--- src/rtl/ctr16_pkg.sv ---
package ctr16_pkg;
  typedef enum logic [1:0] {
    SEL_COUNT  = 2'd0,
    SEL_MODE   = 2'd1,
    SEL_TARGET = 2'd2,
    SEL_NONE   = 2'd3
  } reg_sel_e;

  localparam int CTRL_W    = 10;
  localparam int B_SYNC    = 0;
  localparam int B_RST_TGT = 3;
  localparam int B_IRQ_TGT = 4;
  localparam int B_IRQ_OVF = 5;
  localparam int B_IRQ_RPT = 6;
  localparam int B_SRC_ALT = 8;
  localparam int B_SRC_DIV = 9;
endpackage

--- src/rtl/ctr16_tick.sv ---
module ctr16_tick #(
  parameter int KIND = 0,
  parameter int DIV  = 8
) (
  input  logic       clk,
  input  logic       rst_n,
  input  logic       mode_wr,
  input  logic       sync_en,
  input  logic [1:0] sync_sel,
  input  logic       alt_sel,
  input  logic       div_sel,
  input  logic       alt_tick,
  input  logic       blank,
  output logic       adv,
  output logic       sync_clr
);
  localparam bit IS_DIV = (KIND != 0);
  localparam int PW     = (DIV > 1) ? $clog2(DIV) : 1;

  logic [PW-1:0] presc;
  logic          div_tick;
  logic          blank_q;
  logic          raw;
  logic          halt;

  assign div_tick = (presc == PW'(DIV - 1));

  always_ff @(posedge clk or negedge rst_n) begin
    if (!rst_n) begin
      presc   <= '0;
      blank_q <= 1'b0;
    end else begin
      blank_q <= blank;
      if (mode_wr || div_tick) presc <= '0;
      else                     presc <= presc + 1'b1;
    end
  end

  always_comb begin
    if (IS_DIV) begin
      raw  = div_sel ? div_tick : 1'b1;
      halt = sync_en && (sync_sel == 2'd0 || sync_sel == 2'd3);
    end else begin
      raw  = alt_sel ? alt_tick : 1'b1;
      halt = sync_en && (sync_sel == 2'd0) && blank;
    end
  end

  assign adv      = raw && !halt;
  assign sync_clr = !IS_DIV && sync_en && (sync_sel == 2'd1 || sync_sel == 2'd2)
                    && blank_q && !blank;
endmodule

--- src/rtl/ctr16_core.sv ---
module ctr16_core #(
  parameter int W = 16
) (
  input  logic         clk,
  input  logic         rst_n,
  input  logic         adv,
  input  logic         sync_clr,
  input  logic         mode_wr,
  input  logic         cnt_wr,
  input  logic         tgt_wr,
  input  logic [W-1:0] wdata,
  input  logic         rst_at_tgt,
  output logic [W-1:0] count,
  output logic [W-1:0] target,
  output logic         hit_tgt,
  output logic         hit_ovf
);
  logic [W:0] nxt;
  logic       step;

  assign nxt     = {1'b0, count} + 1'b1;
  assign step    = adv && !mode_wr && !cnt_wr && !sync_clr;
  assign hit_tgt = step && (nxt == {1'b0, target});
  assign hit_ovf = step && nxt[W];

  always_ff @(posedge clk or negedge rst_n) begin
    if (!rst_n) begin
      count  <= '0;
      target <= '0;
    end else begin
      if (tgt_wr) target <= wdata;
      if (mode_wr)                     count <= '0;
      else if (cnt_wr)                 count <= wdata;
      else if (sync_clr)               count <= '0;
      else if (hit_tgt && rst_at_tgt)  count <= '0;
      else if (step)                   count <= nxt[W-1:0];
    end
  end
endmodule

--- src/rtl/ctr16_flags.sv ---
module ctr16_flags
  import ctr16_pkg::*;
#(
  parameter int W  = 16,
  parameter int CW = CTRL_W
) (
  input  logic          clk,
  input  logic          rst_n,
  input  logic          mode_wr,
  input  logic          mode_rd,
  input  logic [CW-1:0] wr_ctrl,
  input  logic          hit_tgt,
  input  logic          hit_ovf,
  output logic [W-1:0]  mode_q,
  output logic          irq
);
  localparam int PAD = W - CW - 3;

  logic [CW-1:0] ctrl;
  logic          any_ev, f_tgt, f_ovf, fired;
  logic          want, fire;

  assign want = (hit_tgt && ctrl[B_IRQ_TGT]) || (hit_ovf && ctrl[B_IRQ_OVF]);
  assign fire = want && (ctrl[B_IRQ_RPT] || !fired);

  always_ff @(posedge clk or negedge rst_n) begin
    if (!rst_n) begin
      ctrl   <= '0;
      any_ev <= 1'b0;
      f_tgt  <= 1'b0;
      f_ovf  <= 1'b0;
      fired  <= 1'b0;
      irq    <= 1'b0;
    end else if (mode_wr) begin
      ctrl   <= wr_ctrl;
      any_ev <= 1'b0;
      f_tgt  <= 1'b0;
      f_ovf  <= 1'b0;
      fired  <= 1'b0;
      irq    <= 1'b0;
    end else begin
      irq <= fire;
      if (fire) fired <= 1'b1;
      if (hit_tgt || hit_ovf) any_ev <= 1'b1;
      if (hit_tgt)      f_tgt <= 1'b1;
      else if (mode_rd) f_tgt <= 1'b0;
      if (hit_ovf)      f_ovf <= 1'b1;
      else if (mode_rd) f_ovf <= 1'b0;
    end
  end

  assign mode_q = {{PAD{1'b0}}, f_ovf, f_tgt, any_ev, ctrl};
endmodule

--- src/rtl/ctr16_channel.sv ---
module ctr16_channel #(
  parameter int CNT_W = 16,
  parameter int KIND  = 0,
  parameter int DIV   = 8
) (
  input  logic             clk,
  input  logic             rst_n,
  input  logic [1:0]       reg_sel,
  input  logic             reg_wr,
  input  logic             reg_rd,
  input  logic [CNT_W-1:0] reg_wdata,
  output logic [CNT_W-1:0] reg_rdata,
  input  logic             alt_tick,
  input  logic             blank,
  output logic             irq
);
  import ctr16_pkg::*;

  reg_sel_e         sel;
  logic             mode_wr, mode_rd, cnt_wr, tgt_wr;
  logic             adv, sync_clr, hit_tgt, hit_ovf;
  logic [CNT_W-1:0] count, target, mode_q;

  assign sel     = reg_sel_e'(reg_sel);
  assign mode_wr = reg_wr && (sel == SEL_MODE);
  assign cnt_wr  = reg_wr && (sel == SEL_COUNT);
  assign tgt_wr  = reg_wr && (sel == SEL_TARGET);
  assign mode_rd = reg_rd && (sel == SEL_MODE);

  ctr16_tick #(.KIND(KIND), .DIV(DIV)) u_tick (
    .clk(clk), .rst_n(rst_n), .mode_wr(mode_wr),
    .sync_en(mode_q[B_SYNC]), .sync_sel(mode_q[2:1]),
    .alt_sel(mode_q[B_SRC_ALT]), .div_sel(mode_q[B_SRC_DIV]),
    .alt_tick(alt_tick), .blank(blank),
    .adv(adv), .sync_clr(sync_clr)
  );

  ctr16_core #(.W(CNT_W)) u_core (
    .clk(clk), .rst_n(rst_n), .adv(adv), .sync_clr(sync_clr),
    .mode_wr(mode_wr), .cnt_wr(cnt_wr), .tgt_wr(tgt_wr), .wdata(reg_wdata),
    .rst_at_tgt(mode_q[B_RST_TGT]),
    .count(count), .target(target), .hit_tgt(hit_tgt), .hit_ovf(hit_ovf)
  );

  ctr16_flags #(.W(CNT_W), .CW(CTRL_W)) u_flags (
    .clk(clk), .rst_n(rst_n), .mode_wr(mode_wr), .mode_rd(mode_rd),
    .wr_ctrl(reg_wdata[CTRL_W-1:0]), .hit_tgt(hit_tgt), .hit_ovf(hit_ovf),
    .mode_q(mode_q), .irq(irq)
  );

  always_comb begin
    case (sel)
      SEL_COUNT:  reg_rdata = count;
      SEL_MODE:   reg_rdata = mode_q;
      SEL_TARGET: reg_rdata = target;
      default:    reg_rdata = '0;
    endcase
  end
endmodule

--- config.mk ---
export PLATFORM = sky130hd
export DESIGN_NAME = ctr16_channel
export DESIGN_NICKNAME = d
export VERILOG_FILES = /design/src/rtl/ctr16_pkg.sv /design/src/rtl/ctr16_tick.sv /design/src/rtl/ctr16_core.sv /design/src/rtl/ctr16_flags.sv /design/src/rtl/ctr16_channel.sv
export SDC_FILE = /design/constraint.sdc
export NUM_CORES = 1
export LEC_CHECK = 0
export BUFFER_PORTS_ARGS = -buffer_cell sky130_fd_sc_hd__buf_2
export CORE_UTILIZATION = 53
export CTS_CLUSTER_DIAMETER = 150
export DETAILED_ROUTE_END_ITERATION = 16
export PLACE_DENSITY = 0.82
export SLEW_MARGIN = 40
export SYNTH_ARGS = -nofsm -noshare
export SYNTH_HDL_FRONTEND = slang
export SYNTH_SLANG_ARGS = --single-unit
--- constraint.sdc ---
create_clock -name clk -period 2.4 [get_ports clk]
set_input_delay 0.24 -clock clk [delete_from_list [all_inputs] [get_ports clk]]
set_output_delay 0.24 -clock clk [all_outputs]
set_load 0.02 [all_outputs]
# Word-level counts from Yosys, hierarchy flattened
# Index checks and enable logic that the tools add are counted.
# word_totals
in_bits	24
mem_bits_rw	0
n_memories	0
output_inout_bits	17
latchBits	0
word_cells	68
ff_bits	48
mem_bits_ro	0
# op_classes
n_mul	0
shift	0
n_eq_ne	5
addsub	1
order_cmp	0
div_mod_pow	0
bitwise	0
n_reduce_logical	36
n_mux	17
# op_table
cell	n
$mux 16	5
$pmux 16 s3	1
$logic_and 1x1->1	19
$add 16x1->17 const B	1
$eq 17x16->1	1
$mux 1	11
$logic_not 1->1	6
$reduce_bool 3->1	2
$reduce_bool 5->1	1
$eq 2x1->1 const B	2
$eq 2x2->1 const B	2
$logic_not 2->1	2
$logic_or 1x1->1	4
$reduce_bool 2->1	2

# Longest topological paths before layout
# logic_depth
word_depth	14
ltp_mapped	11
ltp_nobuf	10

# Cells and area by module
# From an unflattened synthesis, not the netlist that was laid out.
# unflattened
hier_cells	370
area_unflattened_um2	3503.4
# modules_own_cells
mod	cells_each	seq_area_each_um2	n_inst	area_per_inst_um2
ctr16_core	273	800.8	1	2367.3
ctr16_flags	47	375.4	1	653.1
ctr16_channel	43	0.0	1	415.4
ctr16_tick	7	25.0	1	67.6

# Worst setup path after synthesis
# Ideal clock, no wire load.
# synth_timing
kind	flip-flop to flip-flop
start	register u_core.count[1]
end	register u_core.count[6]
required_time_ns	2.274
path_stages_with_launch	11
arrival_time_ns	2.530
slack_ns	-0.256
synth_period_minus_slack_ns	2.656
cell_sequence	dfrtp_1 -> ha_1 -> and3_1 -> buf_4 -> nand3_1 -> or4_1 -> o21a_1 -> and3b_1 -> nand4_1 -> a41o_1 -> a221o_1
# synth_via
elab_chain_len	8
elab_cells_between_ends	10
# synth_rtl
item	line	rtl
start: declaration	ctr16_core.sv:13	output logic [W-1:0] count,
start signal: assignment	ctr16_core.sv:33	else if (cnt_wr) count <= wdata;
start signal: assignment	ctr16_core.sv:36	else if (step) count <= nxt[W-1:0];
$add 16x1->17 *	ctr16_core.sv:21	assign nxt = {1'b0, count} + 1'b1;
$eq 17x16->1	ctr16_core.sv:23	assign hit_tgt = step && (nxt == {1'b0, target});
$logic_and 1x1->1	ctr16_core.sv:23	
$logic_and 1x1->1	ctr16_core.sv:35	else if (hit_tgt && rst_at_tgt) count <= '0;
$mux 16	ctr16_core.sv:35	
$mux 16	ctr16_core.sv:34	else if (sync_clr) count <= '0;
$mux 16	ctr16_core.sv:33	
$mux 16	ctr16_core.sv:32	if (mode_wr) count <= '0;
# Every way passes the cells marked *; elsewhere a longest branch is shown, timed or not. The select of a mux whose other input is x is not followed.
# A chain may end at the register's enable or synchronous reset.

# Final worst setup path
# layout_timing
start	register u_core.count[6]
end	register u_core.count[2]
# layout_via
elab_chain_len	8
elab_cells_between_ends	9
# layout_rtl
item	line
$add 16x1->17 *	ctr16_core.sv:21
$eq 17x16->1 *	ctr16_core.sv:23
$logic_and 1x1->1 *	ctr16_core.sv:23
$logic_and 1x1->1 *	ctr16_core.sv:35
$mux 16	ctr16_core.sv:35
$mux 16	ctr16_core.sv:34
$mux 16	ctr16_core.sv:33
$mux 16	ctr16_core.sv:32
# Every way passes the cells marked *; elsewhere a longest branch is shown, timed or not.

==> run summary <==
Period minus WS final: 2.645 ns
worst slew pin tran: 0.6957 ns
Worst EP arrival: 2.83 ns
core area: 6350 sq um
most common cell after layout, fill and taps aside: buf_4
crit start category: flip-flop
Ys Warns: 0
grt met3 use: 5.567%
sink of the worst hold path: u_tick.blank_q
post-synthesis mux area share: 13.31%
initial antenna violation count: 0
Clock Latency Late Sink: 0.30 ns
Initial DRC Count: 401
Num CTS Buffers: 5
Initial Utilization: 54.94%
Worst Skew: 0.009858 ns
DP Wirelength: 8642 microns
Nets: 539
met1 Resource Use GR: 47.87%
IR drop worst, VDD: 494.3 uV
fmax: 0.3781 GHz
Final Cell Area: 4780 sq um
global-route wire length before repair: 18580 microns
Layout area overhead: 37.02%
sequential share of power: 29.3%
pwr dens: 872.2 nW/um^2
Placed Area: 4280 sq um
# rows: 29
via count of the first global-routing pass: 3591
DRC viols: 0
syn_area_per_cell: 8.876 sq um
Max-Cap Viols: 0
R2R Setup Slk: -0.25 ns
Die H: 83.13 microns
crit share post-route: 110.2%
number of synthesized flops with an enable pin: 0
Routed Antenna Nets: 0
failing checks: negative setup slack
launch point of the worst reg-to-reg path: u_core.count[6]
Top FF cell, synth: dfrtp_1
post-synthesis cell type count: 54
Final GP Congestion: 1.006
Hold Path Stages: 1
internal power: 2.445 mW
Mapped Area: 3488 sq um
# port buffers: 40
share of layout cells above drive strength 1: 42.50%
Die Wd: 83.13 microns
worst rel slew slack: 53.51%
register area share after synthesis: 34.43%
fin cells: 590
Via-to-Cell Ratio: 6.449
Compound-Gate Fraction of Synth Area: 15.14%
end of the worst register-to-register path: u_core.count[2]
path type of the worst min-delay path: input port to flip-flop
Inserted Diodes: 0
Syn Nets: 419
die area: 6911 sq um
most frequent cells in the layout: 93 x buf_4, 43 x dfrtp_1, 40 x buf_2
Clock power frac: 16.6%
Worst-path clk slew: 0.09 ns
DR vias: 3805
Psw: 1.723 mW
drt first pass iters: 5
clk sinks: 48
met2 Usage GRT: 55.37%
Adder-Cell Fraction of Synth Area: 0.7174%
Final Setup Violations: 20
Clock Path Buffers: 2
Setup CP Type: flip-flop to flip-flop
largest net degree at the start of global routing: 22
WL/cell: 20.50 microns
gr busiest metal: met2
Setup crit end kind: flip-flop
post-synthesis cell count: 393
#FFs+latches synth: 48
Root Driver: clkbuf_8
XOR/XNOR share of the synthesized area: 5.918%
combinational family with the most area after synthesis: simple AND/OR/NAND/NOR gates
status: complete, but fails checks
grt ovf: 0
DRT Wirelength: 12100 microns
IO Count: 41
Final Hold Vio Count: 0
CTS tree: yes
required time worst endpoint: 2.58 ns
Crit Path Max Fanout: 9
HP Start: blank
RSZ-0062 raised after global routing: true
Leak: 2.101 nW
PnR worst setup slack: -0.2450 ns
total track usage: 34.39%
Pins Over Slew Limit: 0
H-tree depth: 2
Net Sw Frac: 41.34%
Combinational Power Share: 54.2%
Simple-Gate Fraction of Synth Area: 25.61%
ys async rst share: 100.0%
Worst R2R Path Depth: 10
DP Cell Count: 562
==> kinds of logic (layout without fill, tap and decap cells) <==
group                    count (synthesis)  after routing
multiplexers                            43             43
XOR/XNOR                                22             22
flip-flops                              48             48
AND/OR/NAND/NOR                        162            162
AO/OA/AOI/OAI                           79             79
buffers and inverters                   37            157
adder cells (fa/ha/maj)                  2              2
==> power groups by stage <==
| stage | Sequential, mW | Clock [mW] | Combinational [mW] |
|---|---|---|---|
| 5_1_grt | 1.24 | 0.726 | 2.40 |
| 4_1_cts | 1.21 | 0.707 | 2.08 |
| 3_5_place_dp | 1.23 | 0 | 1.98 |
| 2_1_floorplan | 1.15 | 0 | 1.25 |
| 3_3_place_gp | 1.22 | 0 | 1.94 |
| 6_report | 1.22 | 0.690 | 2.26 |
==> sequential cells by signal, summed over array words and instances (netlist names) <==
register        cells
u_tick.blank_q      1
u_flags.ctrl       10
u_core.target      16
u_core.count       16
u_flags.f_tgt       1
u_flags.fired       1
u_flags.irq         1
u_flags.f_ovf       1
u_flags.any_ev      1
==> worst max path at each step <==
| stage | startpoint | to | slack [ns] |
|---|---|---|---|
| detailed placement | u_core.count[8] | u_core.count[2] | -0.27 |
| CTS | u_core.count[11] | u_core.count[11] | -0.23 |
| finish | u_core.count[6] | u_core.count[2] | -0.25 |
| global placement | u_core.count[8] | u_core.count[2] | -0.34 |
| global route | u_core.count[1] | u_core.count[4] | -0.37 |
| floorplan | u_core.count[1] | u_core.count[6] | -0.11 |
==> layout make-up <==
| type | instances | area, sq um |
|---|---|---|
| flip-flops and latches | 48 | 1207 |
| clock buffers | 5 | 68.82 |
| inverters | 9 | 33.78 |
| multi-input cells | 308 | 2326 |
| well taps | 77 | 96.34 |
| repair buffers | 141 | 987.2 |
| fillers | 456 | 1570 |
| clock inverters | 2 | 60.06 |
==> per-layer routing <==
| layer | wire length (microns) | share of wire [%] | vias to the layer above |
|---|---|---|---|
| met4 | 313 | 2.6 | 0 |
| met5 | 0 | 0 | - |
| met2 | 5633 | 47 | 233 |
| li1 | - | - | 1691 |
| met3 | 1003 | 8.3 | 36 |
| met1 | 5145 | 43 | 1845 |
==> critical path, stage by stage (launching register included) <==
cell	delay [ns]
dfrtp_1	0.44
buf_4	0.19
xnor2_1	0.37
o21ai_0	0.19
a21boi_2	0.21
nor2_1	0.14
nand4_1	0.22
nor3_4	0.23
buf_6	0.14
a21oi_2	0.08
a221o_1	0.32
==> metrics by stage <==
step           power (mW)  setup TNS, ns  setup WS, ns  util, %  hold slack [ns]
2_1_floorplan       2.392        -0.3159       -0.1124        -         -0.05559
3_3_place_gp        3.160         -3.118       -0.3430    67.41           0.2336
3_5_place_dp        3.212         -3.121       -0.2748    67.41           0.2478
4_1_cts             3.993         -3.196       -0.2329    71.68          0.06327
5_1_grt             4.368         -6.070       -0.3657    75.27          0.06748
6_report            4.169         -3.562       -0.2450    75.27          0.07188
==> Yosys cell counts, types with 2 or more instances <==
cell type | instances | area (sq um)
a41o_1 | 2 | 20.02
a22o_1 | 3 | 26.28
nand2_1 | 37 | 138.9
xnor2_1 | 14 | 122.6
ha_1 | 2 | 25.02
nor3_1 | 19 | 95.09
a31oi_1 | 8 | 50.05
a21oi_1 | 8 | 40.04
buf_2 | 7 | 35.03
and2_1 | 4 | 25.02
xor2_1 | 7 | 61.31
a211oi_1 | 2 | 15.01
nand2b_1 | 3 | 18.77
nor2b_1 | 8 | 50.05
a21boi_0 | 2 | 15.01
inv_1 | 9 | 33.78
a22oi_1 | 3 | 22.52
o31ai_1 | 6 | 45.04
mux2i_1 | 16 | 160.2
a221o_1 | 5 | 50.05
nor4_1 | 8 | 50.05
nand4_1 | 19 | 118.9
mux2_2 | 27 | 304.0
nand3_1 | 17 | 85.08
dfrtp_1 | 48 | 1201
or4_1 | 3 | 22.52
or3_1 | 4 | 25.02
clkbuf_1 | 14 | 52.55
o21ai_0 | 28 | 140.1
o21a_1 | 4 | 30.03
and3_1 | 4 | 25.02
buf_4 | 6 | 45.04
nand2_2 | 2 | 12.51
nor2_1 | 23 | 86.33
nor4_2 | 2 | 25.02
==> timing repair <==
action | in CTS | in global routing
resized for setup | 17 | 30
endpoints found under the hold margin | 19 | 0
buffers inserted | 10 | 9
hold buffers | 1 | 0
gates cloned | 0 | 1
setup endpoints to repair | 20 | 21
pin swaps | 9 | 22
Power figures use the tool's default switching activity.
